**src/rtl/tmshr_pkg.sv**
```systemverilog
`timescale 1ns/1ps
package tmshr_pkg;
    localparam int NCORE  = 4;
    localparam int NENT   = 8;
    localparam int NSLOT  = 4;
    localparam int ADDR_W = 26;
    localparam int TAG_W  = 6;

    localparam int CORE_W = (NCORE > 1) ? $clog2(NCORE) : 1;
    localparam int IDX_W  = (NENT > 1) ? $clog2(NENT) : 1;
    localparam int SLOT_W = (NSLOT > 1) ? $clog2(NSLOT) : 1;
    localparam int CNT_W  = $clog2(NSLOT + 1);
    localparam int OCC_W  = $clog2(NENT + 1);

    typedef logic [ADDR_W-1:0] blk_t;

    typedef struct packed {
        logic [CORE_W-1:0] core;
        logic [TAG_W-1:0]  tag;
    } target_t;

    typedef struct packed {
        logic                   valid;
        blk_t                   blk;
        logic [CORE_W-1:0]      owner;
        logic [CNT_W-1:0]       n_tgt;
        target_t [NSLOT-1:0]    tgt;
    } entry_t;

    function automatic logic [OCC_W-1:0] clamp_cap(input logic [OCC_W-1:0] v);
        if (v == '0) return OCC_W'(1);
        if (v > OCC_W'(NENT)) return OCC_W'(NENT);
        return v;
    endfunction
endpackage

```
**src/rtl/tmshr_match.sv**
```systemverilog
`timescale 1ns/1ps
module tmshr_match import tmshr_pkg::*; (
    input  entry_t [NENT-1:0] ent_i,
    input  blk_t              key_i,
    output logic              hit_o,
    output logic [IDX_W-1:0]  hit_idx_o
);
    always_comb begin
        hit_o     = 1'b0;
        hit_idx_o = '0;
        for (int i = 0; i < NENT; i++) begin
            if (ent_i[i].valid && (ent_i[i].blk == key_i) && !hit_o) begin
                hit_o     = 1'b1;
                hit_idx_o = IDX_W'(i);
            end
        end
    end
endmodule

```
**src/rtl/tmshr_budget.sv**
```systemverilog
`timescale 1ns/1ps
module tmshr_budget import tmshr_pkg::*; (
    input  logic                        clk,
    input  logic                        rst,
    input  logic                        inc_i,
    input  logic [CORE_W-1:0]           inc_core_i,
    input  logic                        dec_i,
    input  logic [CORE_W-1:0]           dec_core_i,
    input  logic                        cap_we_i,
    input  logic [CORE_W-1:0]           cap_core_i,
    input  logic [OCC_W-1:0]            cap_val_i,
    output logic [NCORE-1:0]            room_o,
    output logic [NCORE-1:0][OCC_W-1:0] occ_o,
    output logic [NCORE-1:0][OCC_W-1:0] cap_o
);
    for (genvar c = 0; c < NCORE; c++) begin : g_core
        logic             add, sub;
        logic [OCC_W-1:0] occ_q, cap_q;

        assign add = inc_i && (inc_core_i == CORE_W'(c));
        assign sub = dec_i && (dec_core_i == CORE_W'(c));

        always_ff @(posedge clk) begin
            if (rst) begin
                occ_q <= '0;
                cap_q <= OCC_W'(NENT);
            end else begin
                occ_q <= occ_q + OCC_W'(add) - OCC_W'(sub);
                if (cap_we_i && (cap_core_i == CORE_W'(c)))
                    cap_q <= clamp_cap(cap_val_i);
            end
        end

        assign occ_o[c]  = occ_q;
        assign cap_o[c]  = cap_q;
        assign room_o[c] = occ_q < cap_q;
    end
endmodule

```
**src/rtl/tmshr_drain.sv**
```systemverilog
`timescale 1ns/1ps
module tmshr_drain import tmshr_pkg::*; (
    input  logic              clk,
    input  logic              rst,
    input  logic              start_i,
    input  logic [IDX_W-1:0]  start_idx_i,
    input  logic [CNT_W-1:0]  n_tgt_i,
    output logic              busy_o,
    output logic [IDX_W-1:0]  idx_o,
    output logic [SLOT_W-1:0] slot_o,
    output logic              last_o
);
    logic              busy_q;
    logic [IDX_W-1:0]  idx_q;
    logic [SLOT_W-1:0] slot_q;

    assign last_o = busy_q && ((CNT_W'(slot_q) + CNT_W'(1)) == n_tgt_i);

    always_ff @(posedge clk) begin
        if (rst) begin
            busy_q <= 1'b0;
            idx_q  <= '0;
            slot_q <= '0;
        end else if (start_i && !busy_q) begin
            busy_q <= 1'b1;
            idx_q  <= start_idx_i;
            slot_q <= '0;
        end else if (busy_q) begin
            if (last_o) busy_q <= 1'b0;
            else        slot_q <= slot_q + SLOT_W'(1);
        end
    end

    assign busy_o = busy_q;
    assign idx_o  = idx_q;
    assign slot_o = slot_q;
endmodule

```
**src/rtl/core_throttled_mshr.sv**
```systemverilog
`timescale 1ns/1ps
module core_throttled_mshr import tmshr_pkg::*; (
    input  logic              clk,
    input  logic              rst,
    input  logic              req_valid,
    input  logic [CORE_W-1:0] req_core,
    input  logic [ADDR_W-1:0] req_blk,
    input  logic [TAG_W-1:0]  req_tag,
    output logic              req_ready,
    output logic [NCORE-1:0]  core_blocked,
    input  logic              fill_valid,
    input  logic [ADDR_W-1:0] fill_blk,
    output logic              fill_ready,
    output logic              resp_valid,
    output logic [CORE_W-1:0] resp_core,
    output logic [TAG_W-1:0]  resp_tag,
    input  logic              cap_we,
    input  logic [CORE_W-1:0] cap_core,
    input  logic [OCC_W-1:0]  cap_val
);
    entry_t [NENT-1:0]            ent_q;
    logic                         q_hit, f_hit, any_free;
    logic [IDX_W-1:0]             q_idx, f_idx, free_idx;
    logic [NCORE-1:0]             room;
    logic [NCORE-1:0][OCC_W-1:0]  occ, cap;
    logic                         drn_busy, drn_last;
    logic [IDX_W-1:0]             drn_idx;
    logic [SLOT_W-1:0]            drn_slot;
    entry_t                       hit_ent, drn_ent;
    logic                         merge_ok, alloc_ok, do_alloc, do_merge, do_start;
    target_t                      new_tgt;

    tmshr_match u_qmatch (.ent_i(ent_q), .key_i(req_blk),  .hit_o(q_hit), .hit_idx_o(q_idx));
    tmshr_match u_fmatch (.ent_i(ent_q), .key_i(fill_blk), .hit_o(f_hit), .hit_idx_o(f_idx));

    // lowest-index free entry
    always_comb begin
        any_free = 1'b0;
        free_idx = '0;
        for (int i = 0; i < NENT; i++) begin
            if (!ent_q[i].valid && !any_free) begin
                any_free = 1'b1;
                free_idx = IDX_W'(i);
            end
        end
    end

    assign hit_ent = ent_q[q_idx];
    assign drn_ent = ent_q[drn_idx];

    assign merge_ok  = q_hit && !(drn_busy && (drn_idx == q_idx))
                     && (hit_ent.n_tgt < CNT_W'(NSLOT));
    assign alloc_ok  = !q_hit && room[req_core] && any_free;
    assign req_ready = merge_ok || alloc_ok;
    assign do_alloc  = req_valid && alloc_ok;
    assign do_merge  = req_valid && merge_ok;

    assign fill_ready = !drn_busy;
    assign do_start   = fill_valid && !drn_busy && f_hit;

    for (genvar c = 0; c < NCORE; c++) begin : g_blk
        assign core_blocked[c] = !room[c] || !any_free;
    end

    tmshr_budget u_budget (
        .clk(clk), .rst(rst),
        .inc_i(do_alloc), .inc_core_i(req_core),
        .dec_i(drn_last), .dec_core_i(drn_ent.owner),
        .cap_we_i(cap_we), .cap_core_i(cap_core), .cap_val_i(cap_val),
        .room_o(room), .occ_o(occ), .cap_o(cap)
    );

    tmshr_drain u_drain (
        .clk(clk), .rst(rst),
        .start_i(do_start), .start_idx_i(f_idx), .n_tgt_i(drn_ent.n_tgt),
        .busy_o(drn_busy), .idx_o(drn_idx), .slot_o(drn_slot), .last_o(drn_last)
    );

    assign resp_valid = drn_busy;
    assign resp_core  = drn_ent.tgt[drn_slot].core;
    assign resp_tag   = drn_ent.tgt[drn_slot].tag;

    assign new_tgt.core = req_core;
    assign new_tgt.tag  = req_tag;

    always_ff @(posedge clk) begin
        if (rst) begin
            ent_q <= '0;
        end else begin
            if (do_alloc) begin
                ent_q[free_idx].valid  <= 1'b1;
                ent_q[free_idx].blk    <= req_blk;
                ent_q[free_idx].owner  <= req_core;
                ent_q[free_idx].n_tgt  <= CNT_W'(1);
                ent_q[free_idx].tgt[0] <= new_tgt;
            end
            if (do_merge) begin
                ent_q[q_idx].tgt[SLOT_W'(hit_ent.n_tgt)] <= new_tgt;
                ent_q[q_idx].n_tgt <= hit_ent.n_tgt + CNT_W'(1);
            end
            if (drn_last)
                ent_q[drn_idx].valid <= 1'b0;
        end
    end
endmodule

```
**config.mk**
```make
export PLATFORM = sky130hd
export DESIGN_NAME = core_throttled_mshr
export DESIGN_NICKNAME = d
export VERILOG_FILES = /design/src/rtl/tmshr_pkg.sv /design/src/rtl/tmshr_match.sv /design/src/rtl/tmshr_budget.sv /design/src/rtl/tmshr_drain.sv /design/src/rtl/core_throttled_mshr.sv
export SDC_FILE = /design/constraint.sdc
export NUM_CORES = 2
export LEC_CHECK = 0
export ABC_AREA = 1
export ABC_CLOCK_PERIOD_IN_PS = 3700
export CORE_ASPECT_RATIO = 1.1
export CORE_UTILIZATION = 50
export DETAILED_ROUTE_END_ITERATION = 7
export DONT_BUFFER_PORTS = 1
export PLACE_DENSITY = 0.68
export SLEW_MARGIN = 10
export SYNTH_ARGS = -nofsm -noshare
export SYNTH_HDL_FRONTEND = slang
export SYNTH_SLANG_ARGS = --single-unit
```
**constraint.sdc**
```tcl
create_clock -name clk -period 3.7 [get_ports clk]
set_input_delay 0.555 -clock clk [delete_from_list [all_inputs] [get_ports clk]]
set_output_delay 0.555 -clock clk [all_outputs]
set_load 0.005 [all_outputs]
```
==> results.py <==
metrics = {
    "run_status": {
        "status": "finished with violations",
        "failed_checks": "design-rule violations",
    },
    "drt": {
        "drtPass1Iterations": 8,
        "drc": 3,
        "detail-route-antenna-nets": 0,
        "wirelength_um": 163300,
        "route.vias.total": 37750,
        "avgViaCountPerCell": 5.985,
        "drt-wirelength-per-cell_um": 25.90,
        "drtIter0Drc": 4251,
    },
    "grt": {
        "antenna_found_initial": 3,
        "grt_usage_pct": 46.32,
        "grt_pass1_vias": 35080,
        "grt_pass1_wl_um": 232400,
        "grt_max_degree": 118,
        "grt_overflow": 0,
    },
    "setup_path": {
        "critPathMaxFanout": 3,
        "crit_end": "req_ready",
        "r2r_cells": 20,
        "worstSetupStartpointType": "flop",
        "path_class": "reg2out",
        "r2r_slack_ns": 0.18,
        "worstSetupEndpointType": "output port",
        "required_ns": 3.14,
        "critPathArrivalTime_ns": 3.10,
    },
    "sta": {
        "hold_viol_final": 0,
        "period_share_pct": 98.83,
        "clock_skew_ns": 0.04132,
        "fin_tns_setup_ns": 0,
        "setup_viol": 0,
        "max_freq_mhz": 273.5,
        "worst_slew_pin_slew_ns": 0.8682,
        "relSlewSlack_pct": 41.76,
        "report.final.slew_viol_count": 0,
        "min_period_ns": 3.657,
    },
    "floorplan": {
        "rows": 99,
        "core_sq_mm": 0.06627,
        "die_w_um": 248.7,
        "initial_core_util_pct": 50.53,
        "die_h_um": 273.4,
        "io_pins": 86,
        "dieArea_sq_mm": 0.06801,
    },
    "power_and_ir_drop": {
        "cellPowerDensity_mw_per_mm2": 374.1,
        "ir_drop_v": 0.0004677,
        "leakagePower_uw": 0.01823,
        "design_power_total_uw": 14840,
    },
    "clocking": {
        "cts_root_buffer": "clkbuf_16",
        "clock_path_buffers": 3,
        "clkLatencyLatePin_ns": 0.67,
        "cts_buffers": 61,
        "cts_tree": "built",
        "clk_pin_slew_ns": 0.06,
        "htree_num_levels": 2,
        "cts.sinks": 550,
    },
    "cells_and_area": {
        "mostFrequentLayoutCell": "nand2_1",
        "area_growth_pct": 18.47,
        "drive_above_1_share_pct": 15.62,
        "n_antenna_cell": 0,
        "nets": 5506,
        "layout_common_cells": "nand2_1, nor2_1, inv_1",
        "finish.utilization_pct": 59.86,
    },
    "synthesis": {
        "syn_inst": 5232,
        "synth_area_sq_mm": 0.03348,
        "ys.flop_type": "dfxtp_1",
        "synthesis.nets": 5340,
        "async_reset_ff_share_pct": 0,
        "ys_ff_latch": 550,
        "synth_edf_count": 0,
        "synth_cell_types": 72,
        "seq_area_frac_synth_pct": 32.88,
        "syn_avg_cell_area_sq_um": 6.400,
        "yosys_warnings": 0,
    },
    "place": {
        "post-dp-hpwl_um": 116400,
        "globalplace.congestion": 1.106,
        "port-buffer-count": 0,
    },
    "min_path": {
        "hold_class": "in2reg",
    },
    "flow_run": {
        "maxCapViolCount": 0,
    },
}
## how the worst min path moves through the flow
stage	startpoint	end	slack [ns]	cells past startpoint
after floorplan	flop	flop	0.44	2
after global placement	flop	flop	0.45	2
after detailed placement	flop	flop	0.45	2
after CTS	cap_val[3]	u_budget.g_core[0].cap_q[3]	0.02	2
after global routing	req_tag[1]	flop	0.03	2
final	cap_val[3]	u_budget.g_core[0].cap_q[3]	0.03	2
## worst max-delay path, stage by stage (launching register included)
cell and delay, ns:
dfxtp_1 0.40, xnor2_1 0.14, buf_4 0.14, nand2_1 0.06
nor2_2 0.13, nand3_1 0.16, nor2_4 0.18, nand2_2 0.11
nand2_2 0.09, nand2_4 0.08, buf_4 0.14, buf_4 0.12
nand4_1 0.08, nand2_1 0.09, nor2_4 0.13, inv_1 0.09
nor2_4 0.11, nand2_4 0.08, o31ai_4 0.10
## Yosys cell counts (22+ instances only)
cell | number | share of area [%]
nand3b_1 | 27 | 0.61
nand4_4 | 22 | 1.4
inv_2 | 28 | 0.31
xor2_1 | 37 | 0.97
buf_6 | 30 | 1.0
o2111ai_1 | 27 | 0.71
buf_1 | 27 | 0.30
dfxtp_1 | 550 | 33
xnor2_1 | 108 | 2.8
a21oi_1 | 329 | 4.9
a221oi_1 | 45 | 1.2
ha_1 | 33 | 1.2
o211ai_1 | 23 | 0.52
nand3_1 | 180 | 2.7
nand2_1 | 1371 | 15
clkbuf_1 | 173 | 1.9
inv_1 | 607 | 6.8
nor3_1 | 40 | 0.60
buf_2 | 45 | 0.67
nor2_1 | 763 | 8.6
o22ai_1 | 98 | 1.8
o21ai_0 | 293 | 4.4
nor4_1 | 51 | 0.95
nand4_1 | 138 | 2.6
## through the flow
step	worst slack [ns]	hold WS (ns)	cell area, sq um	cells
floorplan	0.001816	0.4447	33500	5232
global placement	-0.3903	0.4480	36530	6171
detailed placement	-0.3572	0.4534	36530	6171
CTS	-0.1038	0.01943	38790	6287
global route	-0.07031	0.03127	39670	6307
finish	0.04325	0.02970	39670	6307
## metal layers
metal	GRT usage (%)	wire, um	up-vias
met3	11.97	17530	802
met4	41.42	17600	2
met2	73.23	70840	2309
li1	-	-	17310
met1	51.81	57360	17330
met5	0	7	-
## where the power goes
| group | total [uW] | leakage, uW | switching, uW | internal (uW) |
|---|---|---|---|---|
| clock | 6680 | 0.00104 | 2820 | 3860 |
| combinational | 1960 | 0.0127 | 1260 | 700 |
| sequential | 6200 | 0.00449 | 139 | 6060 |
## final cells by class
type / instances / area, sq um
Timing Repair Buffer: 393 / 3578
Clock inverter: 35 / 466.7
Clock buffer: 79 / 1684
Inverter: 644 / 2447
Sequential cell: 550 / 11140
Fill cell: 6507 / 26600
Tap cell: 858 / 1074
Multi-Input combinational cell: 3748 / 19270
## cell families (layout without fill, tap and decap cells)
family	Yosys count	count (layout)	share of synthesized area, %
XOR/XNOR	147	147	3.890
flip-flops	550	550	32.88
buffers and inverters	939	1151	11.68
AND/OR/NAND/NOR	2661	2666	34.46
AO/OA/AOI/OAI	898	898	15.62
adder cells (fa/ha/maj)	37	37	1.472
## repair_timing
item / CTS / global route
gates resized for setup: 28 / 261
hold buffers: 2 / 0
endpoints found under the hold margin: 44 / 0
buffers inserted: 0 / 16
endpoints found under the setup margin: 181 / 267
cloned: 0 / 5
pin swaps: 0 / 65
Power figures use the tool's default switching activity.
